### src/rtl/wsc_pkg.sv
package wsc_pkg;

  typedef enum logic [2:0] {
    SENSE_LVL_LO = 3'b000,
    SENSE_FALL   = 3'b010,
    SENSE_LVL_HI = 3'b100,
    SENSE_RISE   = 3'b110,
    SENSE_BOTH   = 3'b111
  } sense_e;

  localparam int unsigned DATA_W = 32;

  function automatic logic sense_is_edge(input logic [2:0] code);
    return (code == SENSE_RISE) || (code == SENSE_FALL) || (code == SENSE_BOTH);
  endfunction

  function automatic logic sense_is_unused(input logic [2:0] code);
    return (code == 3'b001) || (code == 3'b011) || (code == 3'b101);
  endfunction

endpackage

### src/rtl/wsc_sync.sv
module wsc_sync #(
  parameter int unsigned STAGES = 2
) (
  input  logic clk,
  input  logic rst_n,
  input  logic d_i,
  output logic q_o
);
  logic [STAGES-1:0] chain_q;

  generate
    for (genvar s = 0; s < STAGES; s++) begin : g_stage
      if (s == 0) begin : g_first
        always_ff @(posedge clk or negedge rst_n)
          if (!rst_n) chain_q[0] <= 1'b0;
          else        chain_q[0] <= d_i;
      end else begin : g_next
        always_ff @(posedge clk or negedge rst_n)
          if (!rst_n) chain_q[s] <= 1'b0;
          else        chain_q[s] <= chain_q[s-1];
      end
    end
  endgenerate

  assign q_o = chain_q[STAGES-1];
endmodule

### src/rtl/wsc_lane.sv
module wsc_lane
  import wsc_pkg::*;
#(
  parameter int unsigned SYNC_STAGES = 2
) (
  input  logic       clk,
  input  logic       rst_n,
  input  logic       pin_i,
  input  logic       en_i,
  input  logic [2:0] cfg_i,
  output logic       out_o
);
  logic sync_s;
  logic prev_q;
  logic cond_d;
  logic out_q;

  wsc_sync #(.STAGES(SYNC_STAGES)) u_sync (
    .clk  (clk),
    .rst_n(rst_n),
    .d_i  (pin_i),
    .q_o  (sync_s)
  );

  // Previous sample always tracks the raw pin, enabled or not, so that
  // neither enabling nor re-typing a lane can fabricate an edge.
  always_ff @(posedge clk or negedge rst_n)
    if (!rst_n) prev_q <= 1'b0;
    else        prev_q <= sync_s;

  always_comb begin
    unique case (cfg_i)
      SENSE_LVL_LO: cond_d = ~sync_s;
      SENSE_LVL_HI: cond_d = sync_s;
      SENSE_RISE:   cond_d = sync_s & ~prev_q;
      SENSE_FALL:   cond_d = ~sync_s & prev_q;
      SENSE_BOTH:   cond_d = sync_s ^ prev_q;
      default:      cond_d = 1'b0;
    endcase
  end

  always_ff @(posedge clk or negedge rst_n)
    if (!rst_n) out_q <= 1'b0;
    else        out_q <= en_i & cond_d;

  assign out_o = out_q;

  // a disabled lane is silent in the following cycle
  a_r2_disabled_low: assert property (@(posedge clk) disable iff (!rst_n)
    !en_i |=> !out_o);

  // a rising pulse never lasts two cycles while the code stays rising
  a_r4_rise_single: assert property (@(posedge clk) disable iff (!rst_n)
    (out_o && cfg_i == SENSE_RISE && $past(cfg_i) == SENSE_RISE) |=> !out_o);

  // unused codes keep the output low
  a_r8_unused_low: assert property (@(posedge clk) disable iff (!rst_n)
    sense_is_unused(cfg_i) |=> !out_o);

  // a steady pin never yields an edge pulse, whatever code was just written
  a_r10_steady_no_edge: assert property (@(posedge clk) disable iff (!rst_n)
    (sense_is_edge(cfg_i) && $stable(sync_s)) |=> !out_o);

endmodule

### src/rtl/wsc_regs.sv
module wsc_regs
  import wsc_pkg::*;
#(
  parameter int unsigned N_IN     = 40,
  parameter int unsigned ADDR_W   = 12,
  parameter int unsigned EN_BASE  = 'h10,
  parameter int unsigned CFG_BASE = 'h110
) (
  input  logic                  clk,
  input  logic                  rst_n,
  input  logic                  wr_en_i,
  input  logic                  rd_en_i,
  input  logic [ADDR_W-1:0]     addr_i,
  input  logic [DATA_W-1:0]     wdata_i,
  output logic [DATA_W-1:0]     rdata_o,
  output logic [N_IN-1:0]       en_o,
  output logic [N_IN-1:0][2:0]  cfg_o
);
  localparam int unsigned N_WORDS = (N_IN + 31) / 32;
  localparam logic [ADDR_W-1:0] EN_LO  = ADDR_W'(EN_BASE);
  localparam logic [ADDR_W-1:0] EN_HI  = ADDR_W'(EN_BASE + 4 * N_WORDS);
  localparam logic [ADDR_W-1:0] CFG_LO = ADDR_W'(CFG_BASE);
  localparam logic [ADDR_W-1:0] CFG_HI = ADDR_W'(CFG_BASE + 4 * N_IN);

  logic                 aligned;
  logic                 en_hit;
  logic                 cfg_hit;
  logic [ADDR_W-1:0]    en_off;
  logic [ADDR_W-1:0]    cfg_off;
  logic [31:0]          en_widx;
  logic [31:0]          cfg_idx;
  logic [N_IN-1:0]      en_q;
  logic [N_IN-1:0][2:0] cfg_q;
  logic [DATA_W-1:0]    rd_word;
  logic [DATA_W-1:0]    rdata_q;

  assign aligned = (addr_i[1:0] == 2'b00);
  assign en_off  = addr_i - EN_LO;
  assign cfg_off = addr_i - CFG_LO;
  assign en_hit  = aligned && (addr_i >= EN_LO) && (addr_i < EN_HI);
  assign cfg_hit = aligned && (addr_i >= CFG_LO) && (addr_i < CFG_HI);
  assign en_widx = 32'(en_off[ADDR_W-1:2]);
  assign cfg_idx = 32'(cfg_off[ADDR_W-1:2]);

  always_ff @(posedge clk or negedge rst_n) begin
    if (!rst_n) begin
      en_q  <= '0;
      cfg_q <= '0;
    end else if (wr_en_i) begin
      for (int i = 0; i < N_IN; i++) begin
        if (en_hit && en_widx == 32'(i / 32)) en_q[i] <= wdata_i[i % 32];
        if (cfg_hit && cfg_idx == 32'(i))     cfg_q[i] <= wdata_i[2:0];
      end
    end
  end

  always_comb begin
    rd_word = '0;
    for (int i = 0; i < N_IN; i++) begin
      if (en_hit && en_widx == 32'(i / 32)) rd_word[i % 32] = en_q[i];
      if (cfg_hit && cfg_idx == 32'(i))     rd_word[2:0]    = cfg_q[i];
    end
  end

  always_ff @(posedge clk or negedge rst_n)
    if (!rst_n)       rdata_q <= '0;
    else if (rd_en_i) rdata_q <= rd_word;
    else              rdata_q <= '0;

  assign rdata_o = rdata_q;
  assign en_o    = en_q;
  assign cfg_o   = cfg_q;

  // a write to the first enable word lands in lane 0's enable
  a_r1_enable_write: assert property (@(posedge clk) disable iff (!rst_n)
    (wr_en_i && addr_i == EN_LO) |=> (en_o[0] == $past(wdata_i[0])));

  // a write to lane 0's config word lands in its sense code
  a_r3_cfg_write: assert property (@(posedge clk) disable iff (!rst_n)
    (wr_en_i && addr_i == CFG_LO) |=> (cfg_o[0] == $past(wdata_i[2:0])));

  // read data is zero after a cycle without a read strobe
  a_r11_rdata_idle: assert property (@(posedge clk) disable iff (!rst_n)
    !rd_en_i |=> (rdata_o == '0));

endmodule

### src/rtl/wake_sense_conv.sv
module wake_sense_conv
  import wsc_pkg::*;
#(
  parameter int unsigned N_IN        = 40,
  parameter int unsigned ADDR_W      = 12,
  parameter int unsigned EN_BASE     = 'h10,
  parameter int unsigned CFG_BASE    = 'h110,
  parameter int unsigned SYNC_STAGES = 2
) (
  input  logic              clk,
  input  logic              rst_n,
  input  logic              wr_en_i,
  input  logic              rd_en_i,
  input  logic [ADDR_W-1:0] addr_i,
  input  logic [31:0]       wdata_i,
  output logic [31:0]       rdata_o,
  input  logic [N_IN-1:0]   pin_i,
  output logic [N_IN-1:0]   irq_o
);
  logic [N_IN-1:0]      lane_en;
  logic [N_IN-1:0][2:0] lane_cfg;

  wsc_regs #(
    .N_IN    (N_IN),
    .ADDR_W  (ADDR_W),
    .EN_BASE (EN_BASE),
    .CFG_BASE(CFG_BASE)
  ) u_regs (
    .clk    (clk),
    .rst_n  (rst_n),
    .wr_en_i(wr_en_i),
    .rd_en_i(rd_en_i),
    .addr_i (addr_i),
    .wdata_i(wdata_i),
    .rdata_o(rdata_o),
    .en_o   (lane_en),
    .cfg_o  (lane_cfg)
  );

  generate
    for (genvar i = 0; i < N_IN; i++) begin : g_lane
      wsc_lane #(.SYNC_STAGES(SYNC_STAGES)) u_lane (
        .clk  (clk),
        .rst_n(rst_n),
        .pin_i(pin_i[i]),
        .en_i (lane_en[i]),
        .cfg_i(lane_cfg[i]),
        .out_o(irq_o[i])
      );
    end
  endgenerate

  // outputs come out of reset low
  a_r9_reset_quiet: assert property (@(posedge clk)
    !rst_n |=> (irq_o == '0));

endmodule

### config.mk
export PLATFORM = sky130hd
export DESIGN_NAME = wake_sense_conv
export DESIGN_NICKNAME = d
export VERILOG_FILES = /design/src/rtl/wsc_pkg.sv /design/src/rtl/wsc_sync.sv /design/src/rtl/wsc_lane.sv /design/src/rtl/wsc_regs.sv /design/src/rtl/wake_sense_conv.sv
export SDC_FILE = /design/constraint.sdc
export NUM_CORES = 1
export LEC_CHECK = 0
export ABC_AREA = 1
export ABC_CLOCK_PERIOD_IN_PS = 3500
export BUFFER_PORTS_ARGS = -buffer_cell sky130_fd_sc_hd__clkbuf_2
export CAP_MARGIN = 25
export CORE_MARGIN = 2
export CORE_UTILIZATION = 50
export DETAILED_ROUTE_END_ITERATION = 8
export PLACE_DENSITY_LB_ADDON = 0.2
export SLEW_MARGIN = 20
export SYNTH_ARGS = -nofsm -noshare
export SYNTH_HDL_FRONTEND = slang
export SYNTH_SLANG_ARGS = --single-unit
### constraint.sdc
create_clock -name clk -period 3.5 [get_ports clk]
set_input_delay 0.35 -clock clk [delete_from_list [all_inputs] [get_ports clk]]
set_output_delay 0.35 -clock clk [all_outputs]
set_load 0.005 [all_outputs]
=== Yosys cells after proc, flatten, opt, wreduce, memory -nomap -nowiden ===
Cells that the tools add are included.
Widths: inputs -> output; s select.

* Flip-flop bits (word level): 352
* Bits in latches: 0
* RAM bits: 0
* Memory bits (read-only): 0
* Input port bits: 88
* Output and inout port bits: 72
* Logic and storage cells: 901
* Memories: 0

* $add $sub $neg: 2
* Multiply operators: 0
* Divide/modulo/power cells: 0
* Order comparisons: 4
* Equality and inequality tests: 200
* Shifts and indexed selects: 0
* Mux-type cells: 121
* Bitwise operators: 240
* Reduce and logical (&&, ||, !) cells: 131

{| class="wikitable"
|+ Operator list
! kind !! count
|-
| $eq 3x3->1 const B || 120
|-
| $pmux 1 s5 || 40
|-
| $eq 10x5->1 const B || 16
|-
| $and 1x1->1 || 120
|-
| $eq 3x2->1 const B || 40
|-
| $logic_not 3->1 || 40
|-
| $mux 3 || 40
|-
| $reduce_and 2->1 || 42
|-
| $eq 10x4->1 const B || 8
|-
| $eq 10x6->1 const B || 8
|-
| $not 1->1 || 80
|-
| $logic_not 32->1 || 2
|-
| $logic_and 1x1->1 || 46
|-
| $eq 10x3->1 const B || 4
|-
| $mux 1 || 40
|-
| $xor 1x1->1 || 40
|-
| $mux 32 || 1
|-
| $eq 10x1->1 const B || 2
|-
| $eq 10x2->1 const B || 2
|-
| $ge 12x5->1 const B || 1
|-
| $ge 12x9->1 const B || 1
|-
| $lt 12x5->1 const B || 1
|-
| $lt 12x9->1 const B || 1
|-
| $sub 12x5->12 const B || 1
|-
| other kinds (2) || 2
|}

=== Depth between registers and ports, before layout ===
Gate-level depths: netlist of run 1.

* Depth in word-level cells: 51
* Gate-level depth with buffers: 47

=== Cells and area by module ===
From an unflattened synthesis of run 1, not the netlist that was laid out.

* Cell total of the unflattened synthesis: 2153
* Area total of the unflattened synthesis: 17640.7 um2

{| class="wikitable"
|+ Modules (own cells, without submodules)
! module !! times used !! cells an instance !! area each (um2) !! sequential area each (um2)
|-
| wsc_regs || 1 || 1113 || 9032.4 || 4804.6
|-
| wsc_lane || 40 || 24 || 165.2 || 50.0
|-
| wsc_sync || 40 || 2 || 50.0 || 50.0
|}

=== Worst setup path before layout of run 1 ===
OpenSTA, ideal clock, no wires.

* Path kind: input-to-reg
* Start point: in addr_i[5]
* End point: reg u_regs.rdata_q[2] (netlist: u_regs.rdata_o[2])
* Data arrival time: 2.969 ns
* Required time: 3.374 ns
* Path slack: 0.406 ns
* Stages on the path: 45
* Buffers on the path: 1
* Cell sequence: nor2_2 -> nand2_2 -> nand2_4 -> nand2_4 -> nand3_4 -> inv_4 -> buf_6 -> a21oi_1 -> nand2_1 -> nand2_1 -> nand2_1 -> nand2_1 -> nand4_1 -> nor2_1 -> nand3_1 -> nand2_1 -> nand3_1 -> nand2_1 -> [9 not listed] -> nand2_1 -> nand2_1 -> nand2_1 -> nand2_1 -> nand2_1 -> nand2_1 -> nand2_1 -> nand2_1 -> nand2_1 -> nand2_1 -> nand2_1 -> nand2_1 -> nand2_1 -> nand3_1 -> nand2_1 -> nand2_1 -> nand2_1 -> a21oi_2

* Cells in the longest elaborated chain, start to end: 47

{| class="wikitable"
|+ RTL lines
! item !! RTL line !! RTL
|-
| start: declaration || wake_sense_conv.sv:14 || <nowiki>input logic [ADDR_W-1:0] addr_i,</nowiki>
|-
| parallel branches: the longest is 45 deep, another holds $sub 12x9->12 || - ||
|-
| $mux 3 * || wsc_regs.sv:61 || <nowiki>if (cfg_hit && cfg_idx == 32'(i)) rd_word[2:0] = cfg_q[i];</nowiki>
|-
| $mux 32 * || wsc_regs.sv:67 || <nowiki>else if (rd_en_i) rdata_q <= rd_word;</nowiki>
|-
| end signal: assignment || wsc_regs.sv:67 ||
|-
| end: declaration || wsc_regs.sv:35 || <nowiki>logic [DATA_W-1:0] rdata_q;</nowiki>
|}

Mark *: on every way between the ends.
A chain may end at the register's enable or synchronous reset.

=== Worst setup path in the final report of run 1 ===
* Start point: in addr_i[4]
* End point: reg u_regs.rdata_q[0] (netlist: u_regs.rdata_o[0])

* Cells in the longest elaborated chain, start to end: 47

{| class="wikitable"
|+ RTL lines
! item !! RTL line
|-
| parallel branches: the longest is 45 deep, another holds $sub 12x5->12 || -
|-
| $mux 3 * || wsc_regs.sv:61
|-
| $mux 32 * || wsc_regs.sv:67
|}

Marks and branches as above.

==> metrics.csv, run 1 <==
metric,value,unit
Comb power frac,4.9,%
Die H,188.7,um
yosys warns,0,
Fin. Hold Viols,0,
final setup vio count,0,
Place WS,-250.4,ps
fraction of layout cells with a size suffix above 1,17.64,%
Area Overhead vs Synth,20.83,%
total grt overflow,0,
Clock Skews,9.084,ps
Mapped Area,0.01705,sq mm
maximum clock path buffer count,3,
gpl congestion,0.8513,
Worst R2R Path Depth,40,
NumNets Final,2455,
DR pass1 iterations,5,
Via density,4.885,
status,"complete, no violations",
H-tree depth,2,
switching portion of total power,21.72,%
vias in the first global route,13310,
final WL,39670,um
"Avg Cell Area, Syn",8.404,sq um
final core utilization,61.44,%
power per cell area,436.6,mW/mm^2
Crit path largest cell delay,140,ps
CTS root buf,clkbuf_16,
crit-path max FO,5,
CP Launch Point,addr_i[4],
Peak VDD IR,0.0004123,V
total CTS buffers,39,
sequential-to-total area share from yosys stat,51.66,%
Die X,188.7,um
clk sinks,352,
power share of the clock group,48.6,%
Worst path slowest cell,o21ai_2,
number of max-cap violations,0,
Internal,7.041,mW
fin crit share,93.16,%
WP data arrival,3680,ps
worst path required time,3920,ps
Tot Pwr,8.995,mW
RSZ-0062 raised after global routing,yes,
setup tns final,0,ps
Initial Utilization,50.85,%
first-pass GRT wire length,64640,um
Seq cells post-synth,352,
GRT Total Usage,22.63,%
NetSw,1.954,mW
initial antenna violation count,1,
Yosys top cell by area,dfrtp_1,
normalized max-slew margin,33.67,%
startpoint types,primary input,
Synth area leaders,"dfrtp_1 52%, inv_1 9.7%, nand2_1 7.1%",
hold slack,39.78,ps
gr busiest metal,met2,
DRT iter0 DRCs,766,
clk_lat worst skew,540,ps
DP HPWL,28080,um
GR Util met3,3.408,%
IO Port Bufs,159,
clock slew at reported path FFs,60,ps
DR WL/cell,14.36,um
Hold WC Path Type,in2reg,
largest net degree at the start of global routing,103,
R2R Path Start,u_regs.cfg_o[6],
crit path to,u_regs.rdata_o[0],
worst setup margin,239.5,ps
Syn Nets,2197,
core area,0.03353,sq mm
via count,13500,
CP Capture Type,register,
Worst-Margin Slew,993.5,ps
GR Util met2,39.28,%
Die Area,0.03560,sq mm
Peak Freq,306.7,MHz
top cell type's share of synthesized area,51.66,%
Worst R2R Setup Slack,470,ps
Leak,10.91,nW
Setup Crit Path Kind,in2reg,
Final ANT Viol Nets,0,
CTS tree,done,
Slew Limit Fails,0,
GR Util met1,28.87,%
# IOs,160,
Gate Count Post-Synth,2029,
DRC,0,
final worst path period need,3260,ps
Site Rows,67,
most frequent CP cell,nand2_1,
r2r endpoint,u_regs.rdata_o[0],
Reg power frac,46.5,%
count of cell types in the netlist,37,
## how the worst min path moves through the flow
stage                                              from                           end  slack (ps)  cells after the start
finish                                       wdata_i[8]                u_regs.en_o[8]          40                      2
global route                                wdata_i[26]               u_regs.en_o[26]          30                      2
CTS                                          wdata_i[8]                u_regs.en_o[8]          20                      2
detailed placement  g_lane[25].u_lane.u_sync.chain_q[0]  g_lane[25].u_lane.u_sync.q_o         330                      0
global placement    g_lane[37].u_lane.u_sync.chain_q[0]  g_lane[37].u_lane.u_sync.q_o         330                      0
floorplan                                         rst_n        g_lane[0].u_lane.out_o          50                      0
## critical path, delay by kind of cell
family / cells / cell delay, ps
compound gates: 2 / 190
simple gates: 42 / 2910
buf+inv: 3 / 220
## per-stage QoR
stage | area (sq um) | instances
5_1_grt | 20600 | 2762
6_report | 20600 | 2763
3_3_place_gp | 18620 | 2645
2_1_floorplan | 17050 | 2029
3_5_place_dp | 18620 | 2645
4_1_cts | 20410 | 2753
## synth_stat cells
| master | count |
|---|---|
| inv_1 | 441 |
| clkbuf_1 | 12 |
| clkinv_1 | 1 |
| a21oi_1 | 156 |
| buf_6 | 1 |
| or2_2 | 21 |
| nand3_1 | 107 |
| a21boi_0 | 15 |
| nand3b_1 | 2 |
| a21oi_2 | 2 |
| inv_2 | 7 |
| nand2_4 | 5 |
| o211ai_1 | 2 |
| nor2_1 | 216 |
| o21ai_1 | 1 |
| or3_4 | 1 |
| ha_1 | 80 |
| nand2_1 | 321 |
| nand3_2 | 2 |
| buf_4 | 40 |
| a21oi_4 | 1 |
| dfrtp_1 | 352 |
| nor2_8 | 1 |
| nand2_2 | 7 |
| o21ai_0 | 170 |
| nor3_1 | 5 |
| inv_4 | 1 |
| nor2_4 | 5 |
| nand4_1 | 6 |
| mux2_2 | 24 |
| nand3_4 | 1 |
| buf_1 | 12 |
| nand4_2 | 2 |
| o21ai_4 | 1 |
| o21ai_2 | 1 |
| nor2_2 | 6 |
| nor3b_1 | 1 |
## sequential cells by signal, indices dropped and copies added (netlist names)
signal / flops
u_regs.rdata_o: 32
g_lane.u_lane.u_sync.chain_q: 40
u_regs.en_o: 40
g_lane.u_lane.out_o: 40
g_lane.u_lane.u_sync.q_o: 40
u_regs.cfg_o: 120
g_lane.u_lane.prev_q: 40
## layer usage
layer / vias to the layer above / part of all wire, %
met2: 275 / 49
met3: 69 / 4.1
met1: 6414 / 44
met5: - / 0
met4: 0 / 2.7
li1: 6740 / -
## cell type report
cell class | count | area [sq um]
Antenna cell | 2 | 5.005
Clock inverter | 16 | 270.3
Tap cell | 448 | 560.5
Clock buffer | 51 | 1104
Timing Repair Buffer | 282 | 1912
Sequential cell | 352 | 8808
Inverter | 450 | 1694
Fill cell | 2874 | 12930
Multi-Input combinational cell | 1162 | 6248
## cells in the final DEF, fill, tap and decap left out, types with 3 or more instances in the layout
master / count
inv_1: 437
dfrtp_1: 352
nand2_1: 317
nor2_1: 211
o21ai_0: 170
a21oi_1: 156
clkbuf_2: 155
nand3_1: 105
ha_1: 80
buf_4: 76
clkbuf_16: 41
dlygate4sd3_1: 41
mux2_2: 24
or2_2: 21
a21boi_0: 15
inv_2: 11
nand2_2: 11
nor2_4: 9
nor2_2: 7
bufinv_16: 7
nand4_1: 6
clkbuf_1: 6
nand2_4: 5
clkbuf_8: 4
clkinv_2: 4
buf_6: 4
buf_12: 4
nand3_4: 3
nor3_1: 3
clkinvlp_4: 3
## what timing repair did
item | 4_1_cts | 5_1_grt
endpoints found under the setup margin | 0 | 3
resized for setup | 0 | 37
hold buffers | 41 | 0
hold endpoints to repair | 136 | 0
setup buffers | 0 | 8
## power by group through the flow
stage	Clock [mW]	Sequential (mW)	Combinational (mW)
floorplan	0	4.25	0.167
global placement	0	4.26	0.382
detailed placement	0	4.26	0.396
CTS	4.47	4.19	0.436
global route	4.63	4.19	0.503
finish	4.37	4.18	0.437
## kinds of logic (layout without fill, tap and decap cells)
logic type               Yosys count  count (layout)  share of synthesized area (%)
AO/OA/AOI/OAI                    349             349                          10.69
buffers and inverters            515             799                          12.28
AND/OR/NAND/NOR                  709             709                          17.92
multiplexers                      24              24                          1.585
adder cells (fa/ha/maj)           80              80                          5.870
flip-flops                       352             352                          51.66
other                              0               2                              0
Note: power is estimated with default switching activity, not from simulation.
==> run 2: changes to the inputs <==
- ABC_CLOCK_PERIOD_IN_PS: 3500 -> 3600
- clock period: 3.5 -> 3.6 ns (I/O delays scaled with it)
==> metrics.csv, run 2 (synthesized netlist as in run 1, its figures left out) <==
metric,value,unit
switching portion of total power,21.49,%
NumNets Final,2455,
placed insts,2638,
RSZ-0062 raised after global routing,yes,
clk_lat worst skew,550,ps
vias in the first global route,13070,
Die H,188.7,um
maximum clock path buffer count,3,
Crit path largest cell delay,190,ps
most frequent cells in the layout,"437 x inv_1, 352 x dfrtp_1, 318 x nand2_1, 214 x nor2_1, 170 x o21ai_0",
NetSw,1.917,mW
startpoint types,primary input,
Initial Utilization,50.85,%
most frequent CP cell,nand2_1,
core area,0.03353,sq mm
Setup Crit Path Kind,in2reg,
status,"complete, no violations",
H-tree depth,2,
Fin. Hold Viols,0,
WP data arrival,3670,ps
largest net degree at the start of global routing,124,
Finished Cell Area,0.02063,sq mm
Leak,10.94,nW
final worst path period need,3192,ps
GR Util met1,30.25,%
via count,13460,
DRC,0,
Place WS,-141.8,ps
fin crit share,88.67,%
initial antenna violation count,3,
worst setup margin,407.7,ps
post-route insts no fill,2766,
Comb power frac,4.8,%
Peak VDD IR,0.0004207,V
placed inst area,0.01856,sq mm
DP HPWL,27790,um
DR WL/cell,14.45,um
GRT Total Usage,22.91,%
final setup vio count,0,
CTS tree,done,
Largest register FFs,120,
IO Port Bufs,159,
Clock Skews,13.20,ps
Worst-Margin Slew,1002,ps
CP Capture Type,register,
Final ANT Viol Nets,0,
Reg power frac,45.6,%
clk sinks,352,
DR pass1 iterations,5,
# IOs,160,
Site Rows,67,
GR Util met3,4.023,%
CTS root buf,clkbuf_16,
Worst path slowest cell,nor2_1,
Internal,7.000,mW
Via density,4.865,
normalized max-slew margin,33.10,%
"commonest non-fill, non-tap cell in the layout",inv_1,
Slew Limit Fails,0,
DRT iter0 DRCs,794,
Die Area,0.03560,sq mm
gpl congestion,0.8837,
fraction of layout cells with a size suffix above 1,17.54,%
hold slack,45.65,ps
final WL,39970,um
worst path required time,4080,ps
cell family with the largest share of critical-path delay,simple AND/OR/NAND/NOR gates,
power per cell area,432.1,mW/mm^2
clock slew at reported path FFs,60,ps
total grt overflow,0,
crit-path max FO,5,
gr busiest metal,met2,
number of max-cap violations,0,
Die X,188.7,um
first-pass GRT wire length,65160,um
Peak Freq,313.3,MHz
total CTS buffers,39,
power share of the clock group,49.6,%
setup tns final,0,ps
Area Overhead vs Synth,21.01,%
GR Util met2,38.19,%
Hold WC Path Type,in2reg,
CP Buf/Inv Count,3,
run 2: cell count changes in the layout (fill, tap and decap cells not counted), moves of 2 or more:
cell | before | now
clkbuf_8 | 4 | 8
nor2_1 | 211 | 214
nor2_2 | 7 | 4
nand3_4 | 3 | 1
nand3_2 | 2 | 5
nor3_1 | 3 | 5
clkinvlp_4 | 3 | 1
nor3_2 | 2 | 0
buf_6 | 4 | 2
run 2: repair_timing:
| action | 4_1_cts | 5_1_grt |
|---|---|---|
| gates resized for setup | 0 | 24 |
| hold endpoints to repair | 93 | 0 |
| setup endpoints to repair | 0 | 2 |
| setup buffers | 0 | 15 |
| hold buffers | 41 | 0 |
run 2: path summary, 6_finish.rpt:
path / endpoint / cells after the start / start / slack [ps]
worst min-delay path: u_regs.en_o[22] / 2 / wdata_i[22] / 50
worst min register to register: g_lane[18].u_lane.u_sync.q_o / 0 / g_lane[18].u_lane.u_sync.chain_q[0] / 340
min in group asynchronous: g_lane[35].u_lane.out_o / 2 / rst_n / 320
worst max-delay path: u_regs.rdata_o[0] / 46 / addr_i[8] / 410
worst max register to register: u_regs.rdata_o[2] / 42 / u_regs.cfg_o[2] / 640
max in group asynchronous: u_regs.en_o[23] / 3 / rst_n / 2180
run 2: routing by layer:
metal,share of wire (%),vias up,wire (um)
li1,-,6731,-
met1,44,6347,17700
met2,48,296,19160
met3,4.7,82,1892
met4,3.0,0,1212
met5,0,-,0
run 2: stage by stage:
| step | utilization [%] | total power, mW |
|---|---|---|
| 2_1_floorplan | - | 4.290 |
| 3_3_place_gp | 55.35 | 4.500 |
| 3_5_place_dp | 55.35 | 4.518 |
| 4_1_cts | 60.87 | 9.005 |
| 5_1_grt | 61.53 | 9.266 |
| 6_report | 61.53 | 8.917 |
run 2: worst reg2reg max path: cells and delay by family, from the launching register on:
family	cells	cell delay, ps
compound gates	1	50
flops	1	440
simple gates	39	2260
buf+inv	2	80
run 2: power groups by stage:
stage / registers [mW] / clock network (mW) / logic, mW
6_report: 4.07 / 4.42 / 0.426
5_1_grt: 4.08 / 4.70 / 0.490
4_1_cts: 4.07 / 4.52 / 0.417
3_5_place_dp: 4.14 / 0 / 0.377
3_3_place_gp: 4.14 / 0 / 0.363
2_1_floorplan: 4.13 / 0 / 0.162
run 2: layout make-up:
class / instances / area [sq um]
fillers: 2901 / 12900
flip-flops and latches: 352 / 8808
multi-input cells: 1162 / 6218
repair buffers: 282 / 1904
inverters: 450 / 1694
clock buffers: 54 / 1155
well taps: 448 / 560.5
clock inverters: 15 / 285.3
diodes: 3 / 7.507
==> run 3: changes to the inputs <==
- BUFFER_PORTS_ARGS: -buffer_cell sky130_fd_sc_hd__clkbuf_2 -> -buffer_cell sky130_fd_sc_hd__buf_2
- CORE_UTILIZATION: 50 -> 43
==> metrics.csv, run 3 (synthesized netlist as in run 1, its figures left out) <==
metric,value,unit
status,"complete, no violations",
clk sinks,352,
Largest register FFs,120,
CTS root buf,clkbuf_16,
first-pass GRT wire length,67780,um
Initial Utilization,43.81,%
H-tree depth,2,
largest net degree at the start of global routing,108,
initial antenna violation count,1,
Worst path slowest cell,nor2_8,
Peak Freq,310.1,MHz
placed insts,2721,
normalized max-slew margin,31.53,%
Slew Limit Fails,0,
CP Capture Type,register,
power per cell area,418.5,mW/mm^2
clk_lat worst skew,560,ps
DP HPWL,29690,um
gpl congestion,0.8855,
Die H,203.1,um
Final ANT Viol Nets,0,
clock slew at reported path FFs,60,ps
crit-path max FO,5,
# IOs,160,
hold path cells,2,
core area,0.03892,sq mm
GRT Total Usage,20.59,%
Via density,4.728,
maximum clock path buffer count,3,
vias in the first global route,13380,
Finished Cell Area,0.02077,sq mm
"commonest non-fill, non-tap cell in the layout",inv_1,
Die Area,0.04126,sq mm
fillers,3640,
fraction of layout cells with a size suffix above 1,18.24,%
Place WS,-302.4,ps
setup tns final,0,ps
worst path required time,4020,ps
number of max-cap violations,0,
most frequent cells in the layout,"436 x inv_1, 352 x dfrtp_1, 317 x nand2_1, 210 x nor2_1, 167 x o21ai_0",
Setup Crit Path Kind,in2reg,
final setup vio count,0,
startpoint types,primary input,
Crit path largest cell delay,160,ps
worst setup margin,375.6,ps
DR WL/cell,14.59,um
hold slack,34.47,ps
Tot Pwr,8.692,mW
placed inst area,0.01874,sq mm
Site Rows,72,
total CTS buffers,41,
fin crit share,89.57,%
final WL,41480,um
DRC,0,
CTS tree,done,
Area Overhead vs Synth,21.80,%
most frequent CP cell,nand2_1,
post-route insts no fill,2844,
DRT iter0 DRCs,785,
Peak VDD IR,0.0003044,V
final worst path period need,3224,ps
Hold WC Path Type,in2reg,
Die X,203.1,um
Fin. Hold Viols,0,
final core utilization,53.37,%
Leak,11.02,nW
via count,13450,
Clock Skews,11.95,ps
IO Port Bufs,159,
Worst-Margin Slew,1026,ps
WP data arrival,3650,ps
Worst R2R Path Depth,42,
DR pass1 iterations,5,
NumNets Final,2463,
total grt overflow,0,
## run 3: cell count changes in the layout (fill, tap and decap cells not counted), moves of 4 or more
cell and change:
clkbuf_2 -156, buf_2 +153, buf_4 +6, bufinv_16 -6
clkinv_2 +5, nor2_1 -4, nor2_4 +4
## run 3: final cells by class
type                       count  area (sq um)  area share [%]
inverter                     450          1694           8.157
tap                          518         648.1           3.121
clock buffer                  56          1225           5.898
clock inverter                17         156.4          0.7531
sequential                   352          8808           42.41
timing repair buffer         288          1968           9.476
antenna                        1         2.502         0.01205
multi-input combinational   1162          6266           30.17
## run 3: critical path: cells and delay by family
kind            cells  cell delay (ps)
simple gates       41             2740
buf+inv             4              350
compound gates      2              180
## run 3: final timing paths
kind                                                      from                      endpoint  slack [ps]
setup reg to reg                               u_regs.cfg_o[2]             u_regs.rdata_o[2]         570
max in group asynchronous                                rst_n               u_regs.cfg_o[2]        2140
min in group asynchronous                                rst_n            u_regs.rdata_o[31]         450
setup / recovery                                     addr_i[4]             u_regs.rdata_o[2]         380
hold / removal                                     wdata_i[15]               u_regs.en_o[15]          30
hold reg to reg            g_lane[24].u_lane.u_sync.chain_q[0]  g_lane[24].u_lane.u_sync.q_o         340
## run 3: where the power goes
part | internal, mW | leakage, nW | switching (mW)
sequential | 4.03 | 4.64 | 0.0428
clock | 2.53 | 0.690 | 1.65
combinational | 0.168 | 5.69 | 0.274
total | 6.73 | 11.0 | 1.97
## run 3: routing by layer
layer	share of wire, %	track usage (%)
met5	0	0
met4	2.5	7.039
met3	3.8	2.812
met2	47	34.59
met1	46	27.51
## run 3: repair_timing
action / CTS / global route
hold buffers: 41 / 0
resized for setup: 0 / 44
buffers inserted: 0 / 7
endpoints found under the setup margin: 0 / 3
hold endpoints to repair: 135 / 0
